--- src/rtl/flash_cmd_pkg.sv ---
package flash_cmd_pkg;

    typedef enum logic [2:0] {
        ST_READ,
        ST_UNL1,
        ST_UNL2,
        ST_PSET,
        ST_BUSY
    } seq_state_e;

    localparam logic [7:0] CMD_UNLOCK_A = 8'hAA;
    localparam logic [7:0] CMD_UNLOCK_B = 8'h55;
    localparam logic [7:0] CMD_PROGRAM  = 8'hA0;
    localparam logic [7:0] CMD_IDENT    = 8'h90;
    localparam logic [7:0] CMD_RESET    = 8'hF0;

    localparam logic [15:0] OFFS_UNLOCK_A = 16'h0555;
    localparam logic [15:0] OFFS_UNLOCK_B = 16'h02AA;

    // bit 7 makes the byte's count of ones odd
    function automatic logic [7:0] odd_parity_byte(input logic [6:0] low7);
        return {~^low7, low7};
    endfunction

endpackage

--- src/rtl/flash_word_array.sv ---
module flash_word_array #(
    parameter int DATA_W = 32,
    parameter int IDX_W  = 5
) (
    input  logic              clk,
    input  logic              rst_n,
    input  logic              commit,
    input  logic [IDX_W-1:0]  commit_idx,
    input  logic [DATA_W-1:0] commit_data,
    input  logic [IDX_W-1:0]  rd_idx,
    output logic [DATA_W-1:0] rd_word
);
    localparam int WORDS = 1 << IDX_W;

    logic [DATA_W-1:0] mem_q [WORDS];
    logic [DATA_W-1:0] mem_d [WORDS];

    always_comb begin
        mem_d = mem_q;
        if (commit) begin
            mem_d[commit_idx] = mem_q[commit_idx] & commit_data;
        end
    end

    always_ff @(posedge clk) begin
        if (!rst_n) begin
            mem_q <= '{default: '1};
        end else begin
            mem_q <= mem_d;
        end
    end

    assign rd_word = mem_q[rd_idx];

    // a committed word never gains a one bit
    a_r12_and_only: assert property (@(posedge clk) disable iff (!rst_n)
        commit |=> ((mem_q[$past(commit_idx)] & ~$past(mem_q[commit_idx])) == '0));

endmodule

--- src/rtl/flash_seq_fsm.sv ---
module flash_seq_fsm
    import flash_cmd_pkg::*;
#(
    parameter int ADDR_W      = 12,
    parameter int DATA_W      = 32,
    parameter int IDX_W       = 5,
    parameter int PROG_CYCLES = 8
) (
    input  logic              clk,
    input  logic              rst_n,
    input  logic              wr_en,
    input  logic              acc_en,
    input  logic [ADDR_W-1:0] addr,
    input  logic [DATA_W-1:0] wdata,
    input  logic [IDX_W-1:0]  wr_idx,
    input  logic [DATA_W-1:0] old_word,
    output logic              busy,
    output logic              busy_bank,
    output logic              prog_start,
    output logic              commit,
    output logic [IDX_W-1:0]  prog_idx,
    output logic [DATA_W-1:0] prog_data,
    output logic              prog_err,
    output logic              ident_on,
    output logic              ident_bank
);
    localparam int OFF_W = ADDR_W - 1;
    localparam int CNT_W = $clog2(PROG_CYCLES + 1);

    typedef struct packed {
        seq_state_e        state;
        logic [CNT_W-1:0]  cnt;
        logic [IDX_W-1:0]  pidx;
        logic [DATA_W-1:0] pdata;
        logic              perr;
        logic              pbank;
        logic              ident;
        logic              ibank;
    } fsm_t;

    fsm_t r_q, r_d;

    logic [OFF_W-1:0] off;
    logic [7:0]       code;
    logic             is_unl_a, is_unl_b;

    assign off      = addr[OFF_W-1:0];
    assign code     = wdata[7:0];
    assign is_unl_a = (code == CMD_UNLOCK_A) && (off == OFFS_UNLOCK_A[OFF_W-1:0]);
    assign is_unl_b = (code == CMD_UNLOCK_B) && (off == OFFS_UNLOCK_B[OFF_W-1:0]);

    always_comb begin
        r_d        = r_q;
        prog_start = 1'b0;
        commit     = 1'b0;
        if (r_q.state == ST_BUSY) begin
            r_d.cnt = r_q.cnt - CNT_W'(1);
            if (r_q.cnt == CNT_W'(1)) begin
                commit    = 1'b1;
                r_d.state = ST_READ;
            end
        end else if (wr_en) begin
            if (r_q.ident) begin
                if (code == CMD_RESET) begin
                    r_d.ident = 1'b0;
                end
            end else begin
                unique case (r_q.state)
                    ST_READ: begin
                        if (acc_en) begin
                            prog_start = 1'b1;
                        end else if (is_unl_a) begin
                            r_d.state = ST_UNL1;
                        end
                    end
                    ST_UNL1: r_d.state = is_unl_b ? ST_UNL2 : ST_READ;
                    ST_UNL2: begin
                        r_d.state = ST_READ;
                        if (code == CMD_PROGRAM) begin
                            r_d.state = ST_PSET;
                        end else if (code == CMD_IDENT) begin
                            r_d.ident = 1'b1;
                            r_d.ibank = addr[ADDR_W-1];
                        end
                    end
                    ST_PSET: prog_start = 1'b1;
                    default: r_d.state = ST_READ;
                endcase
            end
        end
        if (prog_start) begin
            r_d.state = ST_BUSY;
            r_d.cnt   = CNT_W'(PROG_CYCLES);
            r_d.pidx  = wr_idx;
            r_d.pdata = wdata;
            r_d.perr  = |(wdata & ~old_word);
            r_d.pbank = addr[ADDR_W-1];
        end
    end

    always_ff @(posedge clk) begin
        if (!rst_n) begin
            r_q <= '{state: ST_READ, default: '0};
        end else begin
            r_q <= r_d;
        end
    end

    assign busy       = (r_q.state == ST_BUSY);
    assign busy_bank  = r_q.pbank;
    assign prog_idx   = r_q.pidx;
    assign prog_data  = r_q.pdata;
    assign prog_err   = r_q.perr;
    assign ident_on   = r_q.ident;
    assign ident_bank = r_q.ibank;

    // writes during a program leave the running operation untouched
    a_r9_busy_ignores: assert property (@(posedge clk) disable iff (!rst_n)
        (busy && r_q.cnt > CNT_W'(1)) |=> (busy && $stable(r_q.pdata) && $stable(r_q.pidx)));

    // identification mode persists until a 0xF0 write
    a_r8_ident_holds: assert property (@(posedge clk) disable iff (!rst_n)
        (r_q.ident && !(wr_en && code == CMD_RESET)) |=> (r_q.ident && $stable(r_q.ibank)));

endmodule

--- src/rtl/flash_read_path.sv ---
module flash_read_path
    import flash_cmd_pkg::*;
#(
    parameter int          ADDR_W   = 12,
    parameter int          DATA_W   = 32,
    parameter logic [6:0]  MFR_LOW7 = 7'h01,
    parameter logic [6:0]  ID0_LOW7 = 7'h7E,
    parameter logic [6:0]  ID1_LOW7 = 7'h21,
    parameter logic [6:0]  ID2_LOW7 = 7'h00
) (
    input  logic              clk,
    input  logic              rst_n,
    input  logic              rd_en,
    input  logic [ADDR_W-1:0] addr,
    input  logic [DATA_W-1:0] arr_word,
    input  logic              busy,
    input  logic              busy_bank,
    input  logic              prog_bit7,
    input  logic              prog_err,
    input  logic              prog_start,
    input  logic              ident_on,
    input  logic              ident_bank,
    output logic [DATA_W-1:0] rdata
);
    localparam int OFF_W = ADDR_W - 1;

    typedef struct packed {
        logic [DATA_W-1:0] rdata;
        logic              tog;
    } rp_t;

    rp_t r_q, r_d;

    logic             bank;
    logic [OFF_W-1:0] off;
    logic             stat_rd, ident_rd;
    logic [7:0]       ident_byte;

    assign bank     = addr[ADDR_W-1];
    assign off      = addr[OFF_W-1:0];
    assign stat_rd  = rd_en && busy && (bank == busy_bank);
    assign ident_rd = rd_en && ident_on && (bank == ident_bank);

    always_comb begin
        unique case (off)
            OFF_W'(8'h00): ident_byte = odd_parity_byte(MFR_LOW7);
            OFF_W'(8'h01): ident_byte = odd_parity_byte(ID0_LOW7);
            OFF_W'(8'h0E): ident_byte = odd_parity_byte(ID1_LOW7);
            OFF_W'(8'h0F): ident_byte = odd_parity_byte(ID2_LOW7);
            default:       ident_byte = 8'h00;
        endcase
    end

    always_comb begin
        r_d = r_q;
        if (prog_start) begin
            r_d.tog = 1'b0;
        end
        if (stat_rd) begin
            r_d.rdata = '0;
            r_d.rdata[7:5] = {~prog_bit7, r_q.tog, prog_err};
            r_d.tog = ~r_q.tog;
        end else if (ident_rd) begin
            r_d.rdata = {{(DATA_W-8){1'b0}}, ident_byte};
        end else if (rd_en) begin
            r_d.rdata = arr_word;
        end
    end

    always_ff @(posedge clk) begin
        if (!rst_n) begin
            r_q <= '0;
        end else begin
            r_q <= r_d;
        end
    end

    assign rdata = r_q.rdata;

    // output holds while no read is strobed
    a_r2_hold: assert property (@(posedge clk) disable iff (!rst_n)
        !rd_en |=> $stable(r_q.rdata));

    // back-to-back status reads see opposite toggle bits
    a_r10_toggle: assert property (@(posedge clk) disable iff (!rst_n)
        (stat_rd ##1 stat_rd) |=> (r_q.rdata[6] != $past(r_q.rdata[6])));

endmodule

--- src/rtl/flash_cmd_decoder.sv ---
module flash_cmd_decoder
    import flash_cmd_pkg::*;
#(
    parameter int          ADDR_W      = 12,
    parameter int          DATA_W      = 32,
    parameter int          BANK_WORDS  = 16,
    parameter int          PROG_CYCLES = 8,
    parameter logic [6:0]  MFR_LOW7    = 7'h01,
    parameter logic [6:0]  ID0_LOW7    = 7'h7E,
    parameter logic [6:0]  ID1_LOW7    = 7'h21,
    parameter logic [6:0]  ID2_LOW7    = 7'h00
) (
    input  logic              clk,
    input  logic              rst_n,
    input  logic              wr_en,
    input  logic              rd_en,
    input  logic [ADDR_W-1:0] addr,
    input  logic [DATA_W-1:0] wdata,
    input  logic              acc_en,
    output logic [DATA_W-1:0] rdata,
    output logic              ready
);
    localparam int LOW_W = $clog2(BANK_WORDS);
    localparam int IDX_W = LOW_W + 1;

    logic [IDX_W-1:0]  word_idx, prog_idx;
    logic [DATA_W-1:0] arr_word, prog_data;
    logic busy, busy_bank, prog_start, commit, prog_err, ident_on, ident_bank;

    assign word_idx = {addr[ADDR_W-1], addr[LOW_W-1:0]};

    flash_word_array #(.DATA_W(DATA_W), .IDX_W(IDX_W)) u_array (
        .clk(clk), .rst_n(rst_n),
        .commit(commit), .commit_idx(prog_idx), .commit_data(prog_data),
        .rd_idx(word_idx), .rd_word(arr_word)
    );

    flash_seq_fsm #(
        .ADDR_W(ADDR_W), .DATA_W(DATA_W), .IDX_W(IDX_W), .PROG_CYCLES(PROG_CYCLES)
    ) u_fsm (
        .clk(clk), .rst_n(rst_n), .wr_en(wr_en), .acc_en(acc_en),
        .addr(addr), .wdata(wdata), .wr_idx(word_idx), .old_word(arr_word),
        .busy(busy), .busy_bank(busy_bank), .prog_start(prog_start), .commit(commit),
        .prog_idx(prog_idx), .prog_data(prog_data), .prog_err(prog_err),
        .ident_on(ident_on), .ident_bank(ident_bank)
    );

    flash_read_path #(
        .ADDR_W(ADDR_W), .DATA_W(DATA_W),
        .MFR_LOW7(MFR_LOW7), .ID0_LOW7(ID0_LOW7), .ID1_LOW7(ID1_LOW7), .ID2_LOW7(ID2_LOW7)
    ) u_read (
        .clk(clk), .rst_n(rst_n), .rd_en(rd_en), .addr(addr), .arr_word(arr_word),
        .busy(busy), .busy_bank(busy_bank), .prog_bit7(prog_data[7]), .prog_err(prog_err),
        .prog_start(prog_start), .ident_on(ident_on), .ident_bank(ident_bank),
        .rdata(rdata)
    );

    assign ready = ~busy;

    // accepting a program word drops ready on the next cycle
    a_r3_ready_drop: assert property (@(posedge clk) disable iff (!rst_n)
        prog_start |=> !ready);

    // a write taken as a program while ready is never dropped
    a_r13_acc_takes: assert property (@(posedge clk) disable iff (!rst_n)
        (wr_en && acc_en && ready && !ident_on && $past(ready) && !$past(wr_en)) |=> !ready);

endmodule

--- config.mk ---
export PLATFORM = sky130hd
export DESIGN_NAME = flash_cmd_decoder
export DESIGN_NICKNAME = d
export VERILOG_FILES = /design/src/rtl/flash_cmd_pkg.sv /design/src/rtl/flash_word_array.sv /design/src/rtl/flash_seq_fsm.sv /design/src/rtl/flash_read_path.sv /design/src/rtl/flash_cmd_decoder.sv
export SDC_FILE = /design/constraint.sdc
export NUM_CORES = 2
export LEC_CHECK = 0
export BUFFER_PORTS_ARGS = -buffer_cell sky130_fd_sc_hd__buf_2
export CORE_ASPECT_RATIO = 1.1
export CORE_MARGIN = 2
export CORE_UTILIZATION = 45
export CTS_BUF_LIST = sky130_fd_sc_hd__clkbuf_4 sky130_fd_sc_hd__clkbuf_8
export DETAILED_ROUTE_END_ITERATION = 16
export GPL_TIMING_DRIVEN = 0
export MAX_ROUTING_LAYER = met4
export PLACE_DENSITY_LB_ADDON = 0.1
export SETUP_SLACK_MARGIN = 0.5
export SLEW_MARGIN = 25
export SYNTH_ARGS = -nofsm -noshare
export SYNTH_HDL_FRONTEND = slang
export SYNTH_SLANG_ARGS = --single-unit
--- constraint.sdc ---
create_clock -name clk -period 3.3 [get_ports clk]
set_input_delay 0 -clock clk [delete_from_list [all_inputs] [get_ports clk]]
set_output_delay 0 -clock clk [all_outputs]
set_load 0.01 [all_outputs]
==> results_dict.tcl <==
set metrics [dict create \
    finalCoreUtilization_pct 56.5 \
    cp_slowest_cell "a22oi_2" \
    crit_chain "buf_2 > buf_6 > buf_8 > nor2_4 > clkbuf_2 > buf_16 > clkbuf_2 > buf_16 > a22oi_1 > a22oi_2 > o22ai_1 > nor4_1 > nand4_1 > o31a_1" \
    fin_crit_ps 3080 \
    synth_enable_flop_cells 0 \
    io-pin-count 82 \
    cts_sinks 1104 \
    gr-total-overflow 0 \
    clockBufferDepth 3 \
    syn_area_per_cell_um2 10.3 \
    die_area_um2 122000 \
    p_leak_nw 28.5 \
    synth-seq-area-share_pct 41.3 \
    swShare_pct 29.9 \
    avgViaCountPerCell 7.23 \
    outcome "completed" \
    fin_nets 5726 \
    drt_iter0_markers 9151 \
    max-slew-margin-rel_pct 13.3 \
    core_region_area_um2 118000 \
    syn_inst 5172 \
    final.setup.tns_ps 0 \
    place.port_buffers 79 \
    cts.clk_slew.worst_paths_ps 60 \
    final_cell_mix "1146 x nand2_1, 1098 x dfxtp_1, 1029 x o211ai_1" \
    p_sw_mw 9.31 \
    insertion_delay_ps 1000 \
    fp.dieW_um 333 \
    max_freq_ghz 0.324 \
    synthToLayoutAreaGrowth_pct 24.5 \
    antenna_found_initial 24 \
    row_count 132 \
    finalHoldViolCount 0 \
    slowest_delay_ps 450 \
    cts-buffers-inserted 194 \
    ys_ff_latch 1104 \
    num_vias 53400 \
    h-tree-depth 4 \
    yosysTopAreaCellShare_pct 41.3 \
    place_inst 6827 \
    tightest_slew_ps 1290 \
    synthArstFlopShare_pct 0 \
    track_usage_pct 54.2 \
    critPathTopFamily "buffers and inverters" \
    crit_required_ps 4160 \
    synth_warnings 0 \
    grt_max_degree 17 \
    critPathKind "input port to register" \
    p_clk_share_pct 43.8 \
    yosys-top-cells-area "dfxtp_1 41%, mux4_2 20%, o211ai_1 14%" \
    p_total_mw 31.1 \
    critPathBufInv 7 \
    synthDistinctLibCells 73 \
    setup.worst_path.start_class "input port" \
    vdd.ir_drop.worst_uv 413 \
    place_congestion 1.12 \
    cts_root_buffer "clkbuf_8" \
    wire_per_inst_um 44.4 \
    hp-class "input port to register" \
    postLayoutSetupSlackWorst_ps 217 \
    drv_cap 0 \
    grt_setup_unrepaired "true" \
    syn_nets 5223 \
    fin_crit_sh_pct 93.4 \
    drt-total-wl_um 328000 \
    cp_max_fo 10 \
    worstPathArrival_ps 3940 \
    grt_first_pass_wirelength_um 431000 \
    place_ws_ps -1890 \
    fin_skew_ps 49.8 \
    synth_top_flop_cell "dfxtp_1" \
    finalSetupViolCount 0 \
    syn-cell-area_um2 53500 \
    final_common_cell "nand2_1" \
    drc_errors 0 \
    first_global_vias 48900 \
    cts_tree "yes" \
    power_frac_seq_pct 43.4 \
    pwr-share-comb_pct 12.8 \
    p_int_mw 21.8 \
    powerDensity_nw_per_um2 468 \
    drv_slew 0 \
    end_kind "register" \
    die-height_um 366 \
    hpwl_um 240000 \
    ant_nets 0 \
    yosysTopAreaCell "dfxtp_1" \
    layout.cells.non_filler 7386 \
    dr.pass1.iters 6 \
    drive_gt1_share_pct 29.4 \
    start_util_pct 45.4 \
]
==> sequential cells by signal, indices dropped and copies added (netlist names), 4 cells and up <==
register,count
u_fsm.r_q,7
u_fsm.prog_idx,4
u_fsm.prog_data,32
u_array.mem_q,1024
u_read.rdata,32
==> area by class of cell <==
type	count	area [µm²]
diodes	35	87.6
plain buffers	640	5750
clock buffers	301	3770
clock inverters	30	219
fillers	10300	51300
inverters	28	111
multi-input cells	3403	29300
flip-flops and latches	1104	22100
well taps	1541	1930
repair buffers	304	3310
==> power groups by stage <==
| stage | Clock (mW) | Sequential [mW] | Combinational [mW] |
|---|---|---|---|
| after floorplan | 0 | 13.7 | 1.45 |
| after global placement | 0 | 13.8 | 3.05 |
| after detailed placement | 0 | 13.8 | 3.17 |
| after CTS | 13.4 | 13.5 | 3.51 |
| after global routing | 14.0 | 13.5 | 3.88 |
| final | 13.6 | 13.5 | 4.00 |
==> worst reg2reg max path, cell delays in order, from the launching register on <==
cell,delay [ps]
dfxtp_1,330
mux4_2,510
a22o_1,220
a211oi_1,1040
a21oi_2,290
nor2b_1,210
or4_1,130
o31a_1,120
==> metal layers <==
| layer | vias to the layer above | global-route usage (%) | share of wire, % |
|---|---|---|---|
| met3 | 1243 | 30.1 | 18 |
| met1 | 26500 | 62.1 | 35 |
| met2 | 4873 | 70.7 | 39 |
| met5 | - | - | 0 |
| li1 | 20800 | - | - |
| met4 | 0 | 38.2 | 8.6 |
==> cell families after synthesis <==
logic type	share of synthesized area (%)
adders and majority gates	0.0468
xor gates and xnor gates	0.0655
buffers and inverters	5.85
muxes	22.9
AOI/OAI and AO/OA	19.1
and+or+nand+nor	10.7
DFF	41.3
==> cell usage after synthesis (3+ instances only) <==
cell       count
mux4_1        12
xnor2_1        3
mux2_2         7
nand3_1       19
buf_6         20
clkbuf_1     388
a211oi_1      22
o22ai_1       17
nand2b_1       6
and3_1         5
or3_1          3
nand4_1       36
nor2_1        56
dfxtp_1     1104
a21oi_1       72
buf_1         47
buf_12         4
o221ai_1      19
a22oi_1      152
o21ai_0       19
buf_8          3
buf_2        118
o211ai_1    1029
nand2_1     1183
a221oi_1      16
nor2b_1       11
a31oi_1        6
nand2_2       32
a32oi_1        3
mux4_2       481
o32ai_1        3
and2_1         7
nor3_1        11
nor3b_1        5
a22o_1         7
mux2i_1      105
nor4_1         7
nand3b_1       6
inv_1         27
buf_4         59
o21a_1         3
a2111oi_0      3
==> final timing paths <==
kind	from	endpoint	slack, ps	cells after the start
hold reg to reg	u_read.rdata[20]$_SDFFE_PP0P_	u_read.rdata[20]$_SDFFE_PP0P_	470	2
setup reg to reg	u_array.mem_q[265]$_SDFFE_PN1P_	u_fsm.prog_err$_SDFFE_PN0P_	370	7
setup / recovery	addr[0]	u_fsm.prog_err$_SDFFE_PN0P_	220	14
hold / removal	wr_en	u_fsm.r_q[47]$_SDFFE_PN0P_	40	5
==> metrics by stage <==
step                instance area, µm²  hold slack (ps)
detailed placement               56700              280
finish                           66600             36.3
global route                     66600             56.0
CTS                              65100            0.942
global placement                 55800              281
floorplan                        53500              136
==> what timing repair did <==
item | CTS | global route
gates cloned | 11 | 12
setup buffers | 33 | 33
gates resized for setup | 866 | 304
pin swaps | 9 | 31
endpoints found under the setup margin | 1041 | 1031
hold endpoints to repair | 80 | 0
hold buffers | 104 | 0
(Power assumes the default switching activity.)
